### src/rtl/wmf_pkg.sv
package wmf_pkg;
  typedef enum logic {
    MODE_W2N = 1'b0,
    MODE_N2W = 1'b1
  } wmf_mode_e;
endpackage

### src/rtl/wmf_ptr_ctrl.sv
module wmf_ptr_ctrl #(
  parameter int DEPTH = 16,
  localparam int PTR_W = (DEPTH > 1) ? $clog2(DEPTH) : 1,
  localparam int CNT_W = $clog2(DEPTH + 1)
) (
  input  logic             clk_i,
  input  logic             rst_ni,
  input  logic             push_i,
  input  logic             pop_i,
  output logic [PTR_W-1:0] wr_ptr_o,
  output logic [PTR_W-1:0] rd_ptr_o,
  output logic             full_o,
  output logic             empty_o
);
  localparam logic [PTR_W-1:0] LAST = PTR_W'(DEPTH - 1);

  logic [PTR_W-1:0] wr_ptr_q, rd_ptr_q, wr_ptr_nx, rd_ptr_nx;
  logic [CNT_W-1:0] cnt_q;

  // wrap style chosen by depth
  if ((DEPTH & (DEPTH - 1)) == 0) begin : g_pow2
    assign wr_ptr_nx = wr_ptr_q + 1'b1;
    assign rd_ptr_nx = rd_ptr_q + 1'b1;
  end else begin : g_mod
    assign wr_ptr_nx = (wr_ptr_q == LAST) ? '0 : wr_ptr_q + 1'b1;
    assign rd_ptr_nx = (rd_ptr_q == LAST) ? '0 : rd_ptr_q + 1'b1;
  end

  always_ff @(posedge clk_i or negedge rst_ni) begin
    if (!rst_ni) begin
      wr_ptr_q <= '0;
      rd_ptr_q <= '0;
      cnt_q    <= '0;
    end else begin
      if (push_i) wr_ptr_q <= wr_ptr_nx;
      if (pop_i)  rd_ptr_q <= rd_ptr_nx;
      if (push_i && !pop_i)      cnt_q <= cnt_q + 1'b1;
      else if (pop_i && !push_i) cnt_q <= cnt_q - 1'b1;
    end
  end

  assign wr_ptr_o = wr_ptr_q;
  assign rd_ptr_o = rd_ptr_q;
  assign full_o   = (cnt_q == CNT_W'(DEPTH));
  assign empty_o  = (cnt_q == '0);
endmodule

### src/rtl/wmf_store.sv
module wmf_store #(
  parameter int DEPTH  = 16,
  parameter int WIDE_W = 36,
  localparam int PTR_W = (DEPTH > 1) ? $clog2(DEPTH) : 1
) (
  input  logic              clk_i,
  input  logic              we_i,
  input  logic [PTR_W-1:0]  waddr_i,
  input  logic [WIDE_W-1:0] wdata_i,
  input  logic [PTR_W-1:0]  raddr_i,
  output logic [WIDE_W-1:0] rdata_o
);
  logic [WIDE_W-1:0] mem_q [DEPTH];

  always_ff @(posedge clk_i) begin
    if (we_i) mem_q[waddr_i] <= wdata_i;
  end

  assign rdata_o = mem_q[raddr_i];
endmodule

### src/rtl/wmf_pack.sv
module wmf_pack
  import wmf_pkg::*;
#(
  parameter int WIDE_W    = 36,
  parameter int PAYLOAD_W = 32,
  localparam int NARROW_W = WIDE_W / 2
) (
  input  logic              clk_i,
  input  logic              rst_ni,
  input  wmf_mode_e         mode_i,
  input  logic              hi_first_i,
  input  logic              wr_fire_i,
  input  logic [WIDE_W-1:0] wr_data_i,
  output logic              push_o,
  output logic [WIDE_W-1:0] entry_o
);
  localparam logic [WIDE_W-1:0] PAY_MASK =
    {{(WIDE_W - PAYLOAD_W){1'b0}}, {PAYLOAD_W{1'b1}}};

  logic                half_q;
  logic [NARROW_W-1:0] part_q;
  logic [WIDE_W-1:0]   entry;

  always_comb begin
    if (mode_i == MODE_N2W) begin
      push_o = wr_fire_i && half_q;
      entry  = hi_first_i ? {part_q, wr_data_i[NARROW_W-1:0]}
                          : {wr_data_i[NARROW_W-1:0], part_q};
    end else begin
      push_o = wr_fire_i;
      entry  = wr_data_i;
    end
    entry_o = entry & PAY_MASK;
  end

  always_ff @(posedge clk_i or negedge rst_ni) begin
    if (!rst_ni) begin
      half_q <= 1'b0;
      part_q <= '0;
    end else if (mode_i == MODE_N2W && wr_fire_i) begin
      half_q <= !half_q;
      if (!half_q) part_q <= wr_data_i[NARROW_W-1:0];
    end
  end
endmodule

### src/rtl/wmf_unpack.sv
module wmf_unpack
  import wmf_pkg::*;
#(
  parameter int WIDE_W = 36,
  localparam int NARROW_W = WIDE_W / 2
) (
  input  logic              clk_i,
  input  logic              rst_ni,
  input  wmf_mode_e         mode_i,
  input  logic              hi_first_i,
  input  logic              rd_fire_i,
  input  logic [WIDE_W-1:0] head_i,
  output logic              pop_o,
  output logic [WIDE_W-1:0] rd_data_o
);
  logic                half_q;
  logic [WIDE_W-1:0]   data_q, data_nx;
  logic [NARROW_W-1:0] first_h, second_h;

  assign first_h  = hi_first_i ? head_i[WIDE_W-1:NARROW_W] : head_i[NARROW_W-1:0];
  assign second_h = hi_first_i ? head_i[NARROW_W-1:0] : head_i[WIDE_W-1:NARROW_W];

  always_comb begin
    if (mode_i == MODE_W2N) begin
      pop_o   = rd_fire_i && half_q;
      data_nx = {{(WIDE_W - NARROW_W){1'b0}}, half_q ? second_h : first_h};
    end else begin
      pop_o   = rd_fire_i;
      data_nx = head_i;
    end
  end

  always_ff @(posedge clk_i or negedge rst_ni) begin
    if (!rst_ni) begin
      half_q <= 1'b0;
      data_q <= '0;
    end else if (rd_fire_i) begin
      data_q <= data_nx;
      if (mode_i == MODE_W2N) half_q <= !half_q;
    end
  end

  assign rd_data_o = data_q;
endmodule

### src/rtl/wmf_fifo.sv
module wmf_fifo
  import wmf_pkg::*;
#(
  parameter int DEPTH     = 16,
  parameter int WIDE_W    = 36,
  parameter int PAYLOAD_W = 32
) (
  input  logic              clk_i,
  input  logic              rst_ni,
  input  logic              mode_i,
  input  logic              hi_first_i,
  input  logic              wr_en_i,
  input  logic [WIDE_W-1:0] wr_data_i,
  input  logic              rd_en_i,
  output logic [WIDE_W-1:0] rd_data_o,
  output logic              full_o,
  output logic              empty_o
);
  localparam int PTR_W = (DEPTH > 1) ? $clog2(DEPTH) : 1;

  wmf_mode_e         mode;
  logic              full, empty, wr_fire, rd_fire, push, pop;
  logic [PTR_W-1:0]  wr_ptr, rd_ptr;
  logic [WIDE_W-1:0] entry, head;

  assign mode    = wmf_mode_e'(mode_i);
  assign wr_fire = wr_en_i && !full;
  assign rd_fire = rd_en_i && !empty;

  wmf_pack #(.WIDE_W(WIDE_W), .PAYLOAD_W(PAYLOAD_W)) i_pack (
    .clk_i, .rst_ni, .mode_i(mode), .hi_first_i, .wr_fire_i(wr_fire),
    .wr_data_i, .push_o(push), .entry_o(entry)
  );

  wmf_ptr_ctrl #(.DEPTH(DEPTH)) i_ptr (
    .clk_i, .rst_ni, .push_i(push), .pop_i(pop),
    .wr_ptr_o(wr_ptr), .rd_ptr_o(rd_ptr), .full_o(full), .empty_o(empty)
  );

  wmf_store #(.DEPTH(DEPTH), .WIDE_W(WIDE_W)) i_store (
    .clk_i, .we_i(push), .waddr_i(wr_ptr), .wdata_i(entry),
    .raddr_i(rd_ptr), .rdata_o(head)
  );

  wmf_unpack #(.WIDE_W(WIDE_W)) i_unpack (
    .clk_i, .rst_ni, .mode_i(mode), .hi_first_i, .rd_fire_i(rd_fire),
    .head_i(head), .pop_o(pop), .rd_data_o
  );

  assign full_o  = full;
  assign empty_o = empty;
endmodule

### config.mk
export PLATFORM = sky130hd
export DESIGN_NAME = wmf_fifo
export DESIGN_NICKNAME = d
export VERILOG_FILES = /design/src/rtl/wmf_pkg.sv /design/src/rtl/wmf_ptr_ctrl.sv /design/src/rtl/wmf_store.sv /design/src/rtl/wmf_pack.sv /design/src/rtl/wmf_unpack.sv /design/src/rtl/wmf_fifo.sv
export SDC_FILE = /design/constraint.sdc
export NUM_CORES = 1
export LEC_CHECK = 0
export BUFFER_PORTS_ARGS = -buffer_cell sky130_fd_sc_hd__buf_4
export CORE_ASPECT_RATIO = 0.5
export CORE_UTILIZATION = 35
export DETAILED_ROUTE_END_ITERATION = 8
export PLACE_DENSITY = 0.59
export SYNTH_ARGS = -nofsm -noshare
export SYNTH_HDL_FRONTEND = slang
export SYNTH_SLANG_ARGS = --single-unit
### constraint.sdc
create_clock -name clk_i -period 4.7 [get_ports clk_i]
set_clock_uncertainty 0.1 [all_clocks]
set_input_delay 0.235 -clock clk_i [delete_from_list [all_inputs] [get_ports clk_i]]
set_output_delay 0.235 -clock clk_i [all_outputs]
set_load 0.1 [all_outputs]
==> impl_metrics.py <==
metrics = {
    "status": {
        "status": "finished, final reports clean",
    },
    "global_routing": {
        "grt_pass1_wl_um": 78900,
        "grt_pass1_vias": 11878,
        "antenna_found_initial": 1,
        "track_usage": 0.164,
        "grt_overflow_total": 0,
        "grt_max_degree": 66,
    },
    "clocking": {
        "cts_resized": 0,
        "clk_pin_slew_ns": 0.07,
        "clock_tree.htree_level_count": 2,
        "post_cts_buffers": 0,
        "cts_sinks": 577,
        "clockRootBuffer": "clkbuf_16",
        "cts_tree": "done",
        "clkLatencyLatePin_ns": 0.60,
        "numCtsBuffers": 55,
        "clock_path_buffers": 3,
    },
    "logic_synthesis": {
        "synth_ff_type": "edfxtp_1",
        "synth-seq-cells": 577,
        "async_flop_share": 0.113,
        "syn_inst": 1158,
        "synth.avg_cell_area_um2": 19.7,
        "ys_warn_count": 0,
        "syn_area_mm2": 0.0229,
        "synth.distinct_cells": 53,
        "seq_area_frac_synth": 0.744,
        "synth-edff-count": 512,
    },
    "power": {
        "ir_drop_mv": 0.316,
        "leakage_nw": 8.88,
        "power_mw": 16.7,
        "p_per_area_mw_per_mm2": 634,
    },
    "placed_design": {
        "port_buffers": 71,
        "dp_hpwl_um": 30500,
        "place_area_mm2": 0.0245,
        "routabilityCongestion": 0.793,
    },
    "sta": {
        "finalCritPeriodShare": 0.714,
        "slew_headroom": 0.0909,
        "setup_viol": 0,
        "rsz0062_at_grt": "false",
        "final.min_clock_period_ns": 3.36,
        "tightest_slew_ns": 1.36,
        "drv_slew": 0,
        "max_clock_freq_mhz": 298,
        "fin_setup_tns_ns": 0,
        "finalHoldViolCount": 0,
    },
    "drt": {
        "drc": 0,
        "drt-total-wl_um": 54200,
        "num_vias": 11486,
        "wl_per_cell_um": 24.8,
        "dr.pass1.iters": 5,
        "via_per_inst": 5.25,
        "drtIter0Drc": 1133,
        "antenna_left": 0,
    },
    "floorplan": {
        "io_pins": 80,
        "initial_core_util": 0.359,
        "dieArea_mm2": 0.0664,
        "die_x_um": 363,
        "coreArea_mm2": 0.0638,
        "num_rows": 65,
        "fp.dieH_um": 183,
    },
    "critical_path": {
        "crit_type": "flip-flop to flip-flop",
        "cp_num_buf_inv": 1,
        "cp-start-kind": "flip-flop",
        "critPathTopFamily": "flip-flops",
        "critPathMaxStageDelay_ns": 0.88,
        "path_max_fanout": 60,
        "crit_slowest_cell": "dfrtp_4",
        "crit_required_ns": 5.09,
        "cp-end-kind": "flip-flop",
        "cp.arrival_ns": 3.74,
        "cp_cell_sequence": "buf_4 -> mux4_2 -> a22oi_1 -> nand2_1 -> a211o_1",
    },
    "final_layout": {
        "multi_input_comb_area_mm2": 0.00557,
        "ff_latch_area_mm2": 0.0170,
        "finish.utilization": 0.414,
        "drive_gt1_frac": 0.263,
        "area_growth_pct": 15.4,
        "design_area_mm2": 0.0264,
        "n_antenna_cell": 0,
        "fill_cells": 5586,
        "fin_nets": 1325,
    },
    "run": {
        "max_cap_viol_count": 0,
    },
    "hold_path": {
        "min_path_type": "input pin to flip-flop",
    },
}
-- flip-flops by register name, summed over array words and instances, names as in the netlist --
signal and count:
i_pack.part_q 18, i_ptr.wr_ptr_o 4, i_unpack.half_q 1, i_pack.half_q 1, i_unpack.rd_data_o 32, i_ptr.cnt_q 5
i_store.mem_q 512, i_ptr.rd_ptr_o 4
-- Yosys cell counts, drive strengths merged (4+ instances only) --
cell	number	area [µm²]
edfxtp	512	15400
mux4	104	2340
mux2i	83	831
dfrtp	65	1630
buf	58	353
nor2	49	186
mux2	37	454
a21oi	29	145
nand2	29	111
a221oi	27	243
o21ai	18	93.8
a22o	17	149
nor2b	14	87.6
a211o	13	114
a22oi	13	97.6
o22ai	13	81.3
xnor2	12	105
clkbuf	11	42.5
ha	9	113
inv	8	30.0
nor3	4	20.0
-- tightest hold or removal path, stage by stage --
cell and delay [ns]:
buf_4 0.11, nor2_1 0.09, a21oi_1 0.14
-- logic make-up (layout without fill, tap and decap cells) --
family                   after synthesis  count (layout)  synth area share
AND/OR/NAND/NOR                      110             110            0.0222
multiplexers                         224             224             0.159
adder cells (fa/ha/maj)               10              10           0.00580
buffers and inverters                 78             234            0.0188
XOR/XNOR                              14              14           0.00536
flip-flops                           577             577             0.744
AO/OA/AOI/OAI                        144             144            0.0453
other                                  1               4          0.000164
-- path summary, 6_finish.rpt --
path                                                    startpoint                                 end  slack [ns]  depth (start not counted)
worst min register to register  i_unpack.rd_data_o[31]$_DFFE_PN0P_  i_unpack.rd_data_o[31]$_DFFE_PN0P_        0.40                          1
max in group asynchronous                                   rst_ni       i_ptr.rd_ptr_o[1]$_DFFE_PN0P_        3.48                          2
worst min-delay path                                 wr_data_i[23]     i_store.mem_q[10][23]$_DFFE_PP_        0.09                          3
min in group asynchronous                                   rst_ni        i_pack.part_q[1]$_DFFE_PN0P_        0.26                          2
worst max-delay path                 i_ptr.rd_ptr_o[1]$_DFFE_PN0P_  i_unpack.rd_data_o[10]$_DFFE_PN0P_        1.34                          5
worst max register to register       i_ptr.rd_ptr_o[1]$_DFFE_PN0P_  i_unpack.rd_data_o[10]$_DFFE_PN0P_        1.34                          5
-- routing by layer --
layer / vias to the layer above / part of all wire / global-route usage
met5: - / 0 / 0
met4: 0 / 0.017 / 0.0373
met3: 66 / 0.055 / 0.0249
met2: 326 / 0.50 / 0.281
met1: 6154 / 0.43 / 0.219
li1: 4940 / - / -
-- report_power, final --
part / switching [mW] / internal [mW]
clock: 1.88 / 2.30
combinational: 3.60 / 2.03
sequential: 0.479 / 6.45
-- cells in the final DEF, fill, tap and decap left out, drive strengths merged, types with 2 or more instances in the layout --
| master | count |
|---|---|
| and2 | 3 |
| nand2b | 3 |
| edfxtp | 512 |
| xnor2 | 12 |
| o21ai | 18 |
| mux4 | 104 |
| o21a | 3 |
| a31oi | 3 |
| o22ai | 13 |
| clkinvlp | 2 |
| mux2 | 37 |
| dfrtp | 65 |
| nand2 | 29 |
| nor2 | 49 |
| dlygate4sd3 | 22 |
| buf | 102 |
| clkinv | 28 |
| inv | 9 |
| a21o | 3 |
| nor2b | 14 |
| a21oi | 29 |
| ha | 9 |
| nor3 | 4 |
| nand3 | 2 |
| mux2i | 83 |
| a22o | 17 |
| a221oi | 27 |
| a22oi | 13 |
| a211oi | 2 |
| conb | 4 |
| clkbuf | 70 |
| xor2 | 2 |
| a211o | 13 |
-- stage by stage --
step,hold WS (ns),worst slack (ns),cells
finish,0.0912,1.34,2188
global route,0.0748,1.21,2188
global placement,0.334,1.43,2064
CTS,0.154,1.40,2187
detailed placement,0.354,1.36,2064
floorplan,-0.161,0.798,1161
-- repair_timing --
item	in CTS	in global routing
hold buffers	22	0
endpoints found under the setup margin	0	0
hold endpoints to repair	86	0
-- final cells by class --
class                      instances  area share
tap                              871      0.0413
clock buffer                      70      0.0567
clock inverter                    31     0.00692
inverter                           9     0.00128
multi-input combinational        506       0.211
sequential                       577       0.645
timing repair buffer             124      0.0383
(Power assumes the default switching activity.)
